--- config.mk ---
export PLATFORM = sky130hd
export DESIGN_NAME = pll_phase_shift_ctrl
export DESIGN_NICKNAME = d
export VERILOG_FILES = /design/src/rtl/pps_pkg.sv /design/src/rtl/pps_lock_sync.sv /design/src/rtl/pps_pulse_timer.sv /design/src/rtl/pps_seq.sv /design/src/rtl/pll_phase_shift_ctrl.sv
export SDC_FILE = /design/constraint.sdc
export NUM_CORES = 1
export LEC_CHECK = 0
export BUFFER_PORTS_ARGS = -buffer_cell sky130_fd_sc_hd__buf_4
export CORE_MARGIN = 2
export CORE_UTILIZATION = 47
export CTS_CLUSTER_SIZE = 14
export DETAILED_ROUTE_END_ITERATION = 6
export PLACE_DENSITY = 0.72
export SKIP_LAST_GASP = 1
export SYNTH_ARGS = -nofsm -noshare
export SYNTH_HDL_FRONTEND = slang
export SYNTH_SLANG_ARGS = --single-unit
--- constraint.sdc ---
create_clock -name clk -period 4.4 [get_ports clk]
set_input_delay 0.22 -clock clk [delete_from_list [all_inputs] [get_ports clk]]
set_output_delay 0.22 -clock clk [all_outputs]
set_load 0.02 [all_outputs]
--- src/rtl/pps_pkg.sv ---
package pps_pkg;

  typedef enum logic [2:0] {
    ST_IDLE  = 3'd0,
    ST_SETUP = 3'd1,
    ST_PULSE = 3'd2,
    ST_HOLD  = 3'd3,
    ST_LOCKW = 3'd4,
    ST_DONE  = 3'd5
  } pps_state_e;

  // Effective enable length: a request of zero falls back to the default.
  function automatic int unsigned eff_pulse_len(int unsigned req, int unsigned dflt);
    return (req == 0) ? dflt : req;
  endfunction

  // A command is acceptable when some output is chosen and feedback is external.
  function automatic logic cmd_ok(logic mask_nonzero, logic fbk_external);
    return mask_nonzero & fbk_external;
  endfunction

endpackage

--- src/rtl/pps_lock_sync.sv ---
module pps_lock_sync #(
  parameter int STAGES = 2
) (
  input  logic clk,
  input  logic rst_n,
  input  logic din,
  output logic dout
);
  logic [STAGES-1:0] sr;

  always_ff @(posedge clk or negedge rst_n) begin
    if (!rst_n) sr <= '0;
    else        sr <= {sr[STAGES-2:0], din};
  end

  assign dout = sr[STAGES-1];
endmodule

--- src/rtl/pps_pulse_timer.sv ---
module pps_pulse_timer #(
  parameter int PLEN_W = 4
) (
  input  logic              clk,
  input  logic              rst_n,
  input  logic              load,
  input  logic [PLEN_W-1:0] len,
  output logic              active,
  output logic              last
);
  logic [PLEN_W-1:0] cnt;

  always_ff @(posedge clk or negedge rst_n) begin
    if (!rst_n) begin
      active <= 1'b0;
      cnt    <= '0;
    end else if (load) begin
      active <= 1'b1;
      cnt    <= len - 1'b1;
    end else if (active) begin
      if (cnt == '0) active <= 1'b0;
      else           cnt    <= cnt - 1'b1;
    end
  end

  assign last = active && (cnt == '0);


  load_idle_chk: assert property (@(posedge clk) disable iff (!rst_n) load |-> !active);
endmodule

--- src/rtl/pps_seq.sv ---
module pps_seq
  import pps_pkg::*;
(
  input  logic       clk,
  input  logic       rst_n,
  input  logic       go,
  input  logic       mask_nz,
  input  logic       fbk_ok,
  input  logic       wait_lock,
  input  logic       lock_s,
  input  logic       pulse_last,
  output pps_state_e state,
  output logic       accept,
  output logic       reject,
  output logic       load_timer,
  output logic       busy,
  output logic       done
);
  pps_state_e nxt;
  logic       wl_q;
  logic       idle_go;

  assign idle_go    = (state == ST_IDLE) && go;
  assign accept     = idle_go && cmd_ok(mask_nz, fbk_ok);
  assign reject     = idle_go && !cmd_ok(mask_nz, fbk_ok);
  assign load_timer = (state == ST_SETUP);
  assign busy       = (state != ST_IDLE);
  assign done       = (state == ST_DONE);

  always_comb begin
    nxt = state;
    case (state)
      ST_IDLE:  if (accept) nxt = ST_SETUP;
      ST_SETUP: nxt = ST_PULSE;
      ST_PULSE: if (pulse_last) nxt = ST_HOLD;
      ST_HOLD:  nxt = (!wl_q || lock_s) ? ST_DONE : ST_LOCKW;
      ST_LOCKW: if (lock_s) nxt = ST_DONE;
      ST_DONE:  nxt = ST_IDLE;
      default:  nxt = ST_IDLE;
    endcase
  end

  always_ff @(posedge clk or negedge rst_n) begin
    if (!rst_n) begin
      state <= ST_IDLE;
      wl_q  <= 1'b0;
    end else begin
      state <= nxt;
      if (accept) wl_q <= wait_lock;
    end
  end


  done_single_chk: assert property (@(posedge clk) disable iff (!rst_n) done |=> !done);

  done_locked_chk: assert property (@(posedge clk) disable iff (!rst_n) (done && wl_q) |-> $past(lock_s));
endmodule

--- src/rtl/pll_phase_shift_ctrl.sv ---
module pll_phase_shift_ctrl
  import pps_pkg::*;
#(
  parameter int NUM_OUT       = 5,
  parameter int CODE_W        = 3,
  parameter int PLEN_W        = 4,
  parameter int DEFAULT_PULSE = 2,
  parameter int SYNC_STAGES   = 2
) (
  input  logic              clk,
  input  logic              rst_n,
  input  logic              ext_fbk_mode,
  input  logic              req_go,
  input  logic [NUM_OUT-1:0] req_mask,
  input  logic [CODE_W-1:0] req_code,
  input  logic [PLEN_W-1:0] pulse_len,
  input  logic              wait_lock,
  input  logic              pll_locked,
  output logic [CODE_W-1:0] shift_val,
  output logic [NUM_OUT-1:0] shift_sel,
  output logic              shift_ena,
  output logic              busy,
  output logic              done,
  output logic              err
);
  pps_state_e        state;
  logic              accept, reject, load_timer, pulse_last, lock_s;
  logic [PLEN_W-1:0] len_eff, len_q;
  logic [CODE_W-1:0] val_q;
  logic [NUM_OUT-1:0] sel_q;
  logic              err_q;

  assign len_eff = PLEN_W'(eff_pulse_len(int'(pulse_len), DEFAULT_PULSE));

  pps_lock_sync #(.STAGES(SYNC_STAGES)) u_sync (
    .clk(clk), .rst_n(rst_n), .din(pll_locked), .dout(lock_s)
  );

  pps_seq u_seq (
    .clk(clk), .rst_n(rst_n), .go(req_go), .mask_nz(|req_mask),
    .fbk_ok(ext_fbk_mode), .wait_lock(wait_lock), .lock_s(lock_s),
    .pulse_last(pulse_last), .state(state), .accept(accept), .reject(reject),
    .load_timer(load_timer), .busy(busy), .done(done)
  );

  pps_pulse_timer #(.PLEN_W(PLEN_W)) u_timer (
    .clk(clk), .rst_n(rst_n), .load(load_timer), .len(len_q),
    .active(shift_ena), .last(pulse_last)
  );

  always_ff @(posedge clk or negedge rst_n) begin
    if (!rst_n) begin
      val_q <= '0;
      sel_q <= '0;
      len_q <= '0;
      err_q <= 1'b0;
    end else begin
      err_q <= reject;
      if (accept) begin
        val_q <= req_code;
        sel_q <= req_mask;
        len_q <= len_eff;
      end
    end
  end

  assign shift_val = val_q;
  assign shift_sel = sel_q;
  assign err       = err_q;


  setup_stable_chk: assert property (@(posedge clk) disable iff (!rst_n)
    $rose(shift_ena) |-> ($stable(shift_val) && $stable(shift_sel)));

  hold_stable_chk: assert property (@(posedge clk) disable iff (!rst_n)
    $fell(shift_ena) |-> ($stable(shift_val) && $stable(shift_sel)));

  mask_live_chk: assert property (@(posedge clk) disable iff (!rst_n)
    shift_ena |-> (shift_sel != '0));

  err_quiet_chk: assert property (@(posedge clk) disable iff (!rst_n)
    err |-> !shift_ena);
endmodule

Yosys cells after proc, flatten, opt, wreduce, memory -nomap -nowiden

Index checks and enable logic that the tools add are counted.

Register bits: 24

Add/sub/neg operators: 2
Eq/ne operators: 9
Muxes and demuxes: 12
Bitwise operators: 1
Reduce and logical (&&, ||, !) cells: 15

Operator list:

| kind                                                                   | number |
|---|---|
| 4-bit two-way mux                                                      | 4 |
| 3-bit one-hot mux with 5 select lines                                  | 1 |
| 3-bit two-way mux                                                      | 3 |
| 4-bit zero test                                                        | 2 |
| 2-bit != test (second input constant)                                  | 4 |
| 4-bit by 1-bit subtractor with 4-bit output (second input constant)    | 2 |
| 3-bit by 2-bit equality test with 1-bit output (second input constant) | 2 |
| 3-bit equality test (second input constant)                            | 2 |
| 5-bit OR reduction                                                     | 1 |
| 1-bit logical AND                                                      | 4 |
| 1-bit two-way mux                                                      | 4 |
| 3-bit by 1-bit equality test with 1-bit output (second input constant) | 1 |
| 3-bit zero test                                                        | 1 |
| 3-bit AND reduction                                                    | 1 |
| 3-bit nonzero test                                                     | 1 |
| 1-bit zero test                                                        | 2 |
| 2-bit AND reduction                                                    | 1 |
| 2-bit nonzero test                                                     | 1 |
| 1-bit bitwise AND                                                      | 1 |
| 1-bit logical OR                                                       | 1 |

Longest topological paths before layout

Depth after elaboration: 5
Depth in mapped cells: 7

Cells and area by module

Synthesis repeated with hierarchy kept, for this count alone.

Cell total of the unflattened synthesis: 94
Area total of the unflattened synthesis: 1107.3 um^2

By module, submodules not included:

| module               | instances | cells an instance | area each (um^2) | seq. area each (um^2) |
|---|---|---|---|---|
| pll_phase_shift_ctrl | 1         | 32                | 489.2            | 325.3 |
| pps_pulse_timer      | 1         | 31                | 301.5            | 125.1 |
| pps_seq              | 1         | 29                | 266.5            | 100.1 |
| pps_lock_sync        | 1         | 2                 | 50.0             | 50.0 |

Least setup slack after synthesis

OpenSTA, ideal clock, no wires.

Kind: reg2reg
From: register u_seq.state[2]
To: register u_timer.cnt[2]
Library setup time: 0.148 ns
Arrival: 1.741 ns
Required time: 4.252 ns
Path slack: 2.511 ns
Stages on the path, launching flop included: 8
Path buffers: 1
Cell sequence: dfrtp_1 > buf_2 > nor3b_2 > mux2i_1 > ha_1 > a21boi_0 > a311oi_1 > a21oi_1

Longest elaborated chain between the ends: 3
Elaborated cells on any way between the ends: 5
Those cells by class: eq/ne: 2; mux: 1; reduce/logical: 2

Ends and longest elaborated chain:

| what                                                                 | RTL line              | source |
|---|---|---|
| start: declaration                                                   | pps_seq.sv:12         | `output pps_state_e state,` |
| start signal: assignment                                             | pps_seq.sv:48         | `state <= nxt;` |
| 3-bit by 1-bit equality test with 1-bit output (*)                   | pps_seq.sv:26         | `assign load_timer = (state == ST_SETUP);` |
| 2-bit != test (no line) / 2-bit nonzero test (equally long branches) | n/a                   |  |
| 2-bit AND reduction (no line)                                        | n/a                   |  |
| end signal: assignment                                               | pps_pulse_timer.sv:19 | `cnt <= len - 1'b1;` |
| end signal: assignment                                               | pps_pulse_timer.sv:22 | `else cnt <= cnt - 1'b1;` |
| end: declaration                                                     | pps_pulse_timer.sv:11 | `logic [PLEN_W-1:0] cnt;` |

Mark *: on every way between the ends. The rest lies on a longest branch, timed or not.
A chain may end at the register's enable or synchronous reset.

Final worst setup path

From: register u_seq.state[0]
To: register u_timer.cnt[2]

Same word-level chain as after synthesis.

==> parameters.txt <==
Parameter                              Value

Yosys
  Post-synthesis sequential area ratio ... 0.524
  Xor/xnor cell area share of the yosys netlist ... 0.0229
  Number of different library cells in the post-synthesis netlist ... 32
  Post-synthesis compound-gate area fraction ... 0.105
  Adder and majority cell fraction of the synthesized area ... 0.0109
  Mean post-synth cell area ... 13.3 um2
  Net count after synthesis ... 105
  Dominant combinational cell family by area after synthesis ... multiplexers
  Fraction of the mapped netlist area in simple logic gates ... 0.128
  Multiplexer share of the synthesized area ... 0.174
  Synth warnings ... 0
  Cells after synthesis ... 86
  Syn Std Cell Area ... 0.00115 mm2
  Synthesized flop and latch total ... 24

Global routing
  Vias in the first global route ... 758
  Global-route wire length before repair ... roughly 3300 um
  Largest net degree at the start of global routing ... 25
  Antenna violations before repair ... 0
  Total track usage ... 0.162
  Gr ovfl total ... 0

Clock tree
  Clock insertion delay at the later pin of the skew report ... ~0.32 ns
  Gates resized, CTS repair ... 0
  Number of buffers inserted to repair setup after CTS ... 0
  Clk sinks ... 24
  Maximum buffer depth of the clock tree ... 2
  Clock root buffer ... sky130_fd_sc_hd__clkbuf_4
  Clock transition at the registers of the reported paths ... approximately 0.13 ns
  Clock tree from TritonCTS ... done
  Total clock buffers created by CTS ... 3
  H-tree Lvls ... 1

Setup path
  Largest fanout on the critical path ... 10
  Largest delay contributor family on the critical path ... simple AND/OR/NAND/NOR gates
  Master of the slowest instance on the critical path ... sky130_fd_sc_hd__nor3b_2
  Largest stage delay, worst path ... 0.59 ns
  Combined buffer and inverter count along the critical path ... 0
  Critical Path RT ... ~4.6 ns
  Startpoint types ... flip-flop
  Cell breakdown of the critical path ... nor3b_2, mux2i_1, ha_1, a21boi_0, a311oi_1, a21oi_1
  WS Path Type ... flip-flop to flip-flop
  Kind of end point of the critical path ... flip-flop
  Worst Path Arrival ... 2.32 ns

Min path
  Class of the tightest hold or removal check ... input pin to flip-flop

Layout
  Share of cells above drive strength 1 ... 0.415
  Final #Nets ... 138
  Util after Layout ... 0.639
  Final antenna diode count ... 0
  Layout-stage area growth over the synthesis result ... 25.8%
  Count of filler cells inserted in the layout ... 195

Placement
  Half-perimeter wire length after detailed placement ... 1420 um
  Port Buffer Count ... 29
  Placer Congestion ... 0.829

Drt
  WL/cell ... 13.0 um
  DRC violation count after routing ... 0
  Drt via density ... 5.26
  Total vias in the final route ... 768
  Total wirelength of the detailed-routed design ... 1900 um
  DRC violation total after the first TritonRoute iteration ... 5
  Post-route ant nets ... 0
  Count of TritonRoute iterations in the first routing pass ... 4

Floorplanning
  Area of the die ... 0.00285 mm2
  Initial Util ... 0.508
  Die span in x ... between 50 and 60 um
  Row count ... 17
  Chip height ... 53.4 um
  Number of top-level design ports ... 30
  Core Area ... 0.00225 mm2

STA
  Number of failing setup endpoints in the final timing report ... 0
  Final count of pins violating max slew ... 0
  Setup_tns ... 0 ns
  Minimum period implied by the final worst setup slack ... 2.13 ns
  Number of hold violations in the final report ... 0
  RSZ-0062 raised after global routing ... no
  Worst-margin pin slew ... between 0.6 and 0.7 ns
  Achievable Freq ... roughly 470 MHz
  Worst max-slew margin expressed relative to the limit ... 0.585
  Final cycle utilization of the critical path ... 0.485
  Worst-case hold slack ... 0.124 ns
  Final Skew ... roughly 0.0096 ns

Power and ir drop
  Power density over the cells ... 717 mW/mm2
  Worst vdd rail ir drop ... between 0.4 and 0.5 mV
  Reported leakage power ... about 0.7 nW
  Total power ... ~1.0 mW

Outcome
  Status ... completed

Run
  Reported max-cap violation count ... 0
[cells in the mapped netlist]
cell type	number	area, um2
sky130_fd_sc_hd__o21ai_0	3	15.0
sky130_fd_sc_hd__and2_1	1	6.26
sky130_fd_sc_hd__ha_1	1	12.5
sky130_fd_sc_hd__nand2_1	4	15.0
sky130_fd_sc_hd__nor2_1	5	18.8
sky130_fd_sc_hd__a222oi_1	1	10.0
sky130_fd_sc_hd__a21boi_0	1	7.51
sky130_fd_sc_hd__nor4b_4	1	23.8
sky130_fd_sc_hd__nor3b_2	1	12.5
sky130_fd_sc_hd__or4_4	1	11.3
sky130_fd_sc_hd__dfrtp_1	24	601
sky130_fd_sc_hd__nand3b_1	1	7.51
sky130_fd_sc_hd__and3_1	1	6.26
sky130_fd_sc_hd__o211ai_4	1	21.3
sky130_fd_sc_hd__or4b_1	1	10.0
sky130_fd_sc_hd__buf_12	1	20.0
sky130_fd_sc_hd__a21oi_1	3	15.0
sky130_fd_sc_hd__mux2_4	9	135
sky130_fd_sc_hd__buf_2	2	10.0
sky130_fd_sc_hd__a311oi_1	1	8.76
sky130_fd_sc_hd__nor3_1	2	10.0
sky130_fd_sc_hd__o2111ai_1	1	8.76
sky130_fd_sc_hd__or3_1	1	6.26
sky130_fd_sc_hd__o41ai_1	1	8.76
sky130_fd_sc_hd__inv_1	3	11.3
sky130_fd_sc_hd__mux2_2	3	33.8
sky130_fd_sc_hd__nand2b_1	1	6.26
sky130_fd_sc_hd__mux2i_1	3	30.0
sky130_fd_sc_hd__xnor2_1	3	26.3
sky130_fd_sc_hd__nor2b_1	2	12.5
sky130_fd_sc_hd__a22oi_1	1	7.51
sky130_fd_sc_hd__o31a_1	2	17.5
[what timing repair did]
item	CTS	global route
hold buffers	2	0
hold endpoints to repair	25	0
setup endpoints to repair	0	0
[power by group]
part,switching (mW),total (mW),internal (mW)
clock,0.0652,0.157,0.0921
combinational,0.208,0.462,0.254
sequential,0.0946,0.415,0.320
[worst reg2reg max path: stages (launching register included)]
cell	delay, ns
sky130_fd_sc_hd__dfrtp_1	0.52
sky130_fd_sc_hd__nor3b_2	0.59
sky130_fd_sc_hd__mux2i_1	0.26
sky130_fd_sc_hd__ha_1	0.23
sky130_fd_sc_hd__a21boi_0	0.11
sky130_fd_sc_hd__a311oi_1	0.24
sky130_fd_sc_hd__a21oi_1	0.06
[placed cells by master, fill, tap and decap left out, types with 4 or more instances in the layout]
| cell | synthesis | routed |
|---|---|---|
| sky130_fd_sc_hd__buf_4 | 0 | 29 |
| sky130_fd_sc_hd__dfrtp_1 | 24 | 24 |
| sky130_fd_sc_hd__mux2_4 | 9 | 9 |
| sky130_fd_sc_hd__nand2_1 | 4 | 4 |
| sky130_fd_sc_hd__nor2_1 | 5 | 5 |
[sequential cells by signal (all words and copies together) (netlist names)]
| register | flops |
|---|---|
| u_seq.wl_q | 1 |
| shift_sel | 5 |
| u_timer.cnt | 4 |
| u_seq.state | 3 |
| u_timer.active | 1 |
| err | 1 |
| len_q | 4 |
| shift_val | 3 |
| u_sync.sr | 2 |
[stage by stage]
stage	cell area [um2]	std cells	setup slack [ns]
2_1_floorplan	1150	86	2.51
3_3_place_gp	1370	140	2.39
3_5_place_dp	1370	140	2.26
4_1_cts	1440	146	2.27
5_1_grt	1440	146	2.09
6_report	1440	146	2.27
[per-layer routing]
layer | track usage | up-vias | share of wire
li1 | - | 377 | -
met3 | 0.0339 | 2 | 0.044
met2 | 0.251 | 19 | 0.45
met4 | 0.0769 | 0 | 0.013
met1 | 0.216 | 370 | 0.50
met5 | 0 | - | 0
[cell type report]
type	count	area (um2)	share of cell area
Clock buffer	3	22.5	0.0156
Clock inverter	1	30.0	0.0208
Inverter	3	11.3	0.00781
Multi-Input combinational cell	56	504	0.350
Sequential cell	24	601	0.417
Tap cell	28	35.0	0.0243
Timing Repair Buffer	31	238	0.165
[cells by family after synthesis]
| group | after synthesis |
|---|---|
| DFF | 24 |
| and+or+nand+nor | 22 |
| AOI/OAI and AO/OA | 15 |
| muxes | 15 |
| buffers and inverters | 6 |
| xor gates and xnor gates | 3 |
| adders and majority gates | 1 |
[worst paths after layout]
kind                                       startpoint                          to  slack (ns)  cells after the start
min                                       req_code[0]    shift_val[0]$_DFFE_PN0P_        0.12                      2
min in group asynchronous                       rst_n  u_seq.state[2]$_DFFE_PN0P_        0.31                      2
max in group asynchronous                       rst_n    shift_val[1]$_DFFE_PN0P_        3.85                      2
min reg2reg                    u_sync.sr[0]$_DFF_PN0_      u_sync.sr[1]$_DFF_PN0_        0.37                      0
max                        u_seq.state[0]$_DFFE_PN0P_  u_timer.cnt[2]$_DFFE_PN0P_        2.27                      6
max reg2reg                u_seq.state[0]$_DFFE_PN0P_  u_timer.cnt[2]$_DFFE_PN0P_        2.27                      6
Note: power is estimated with default switching activity, not from simulation.
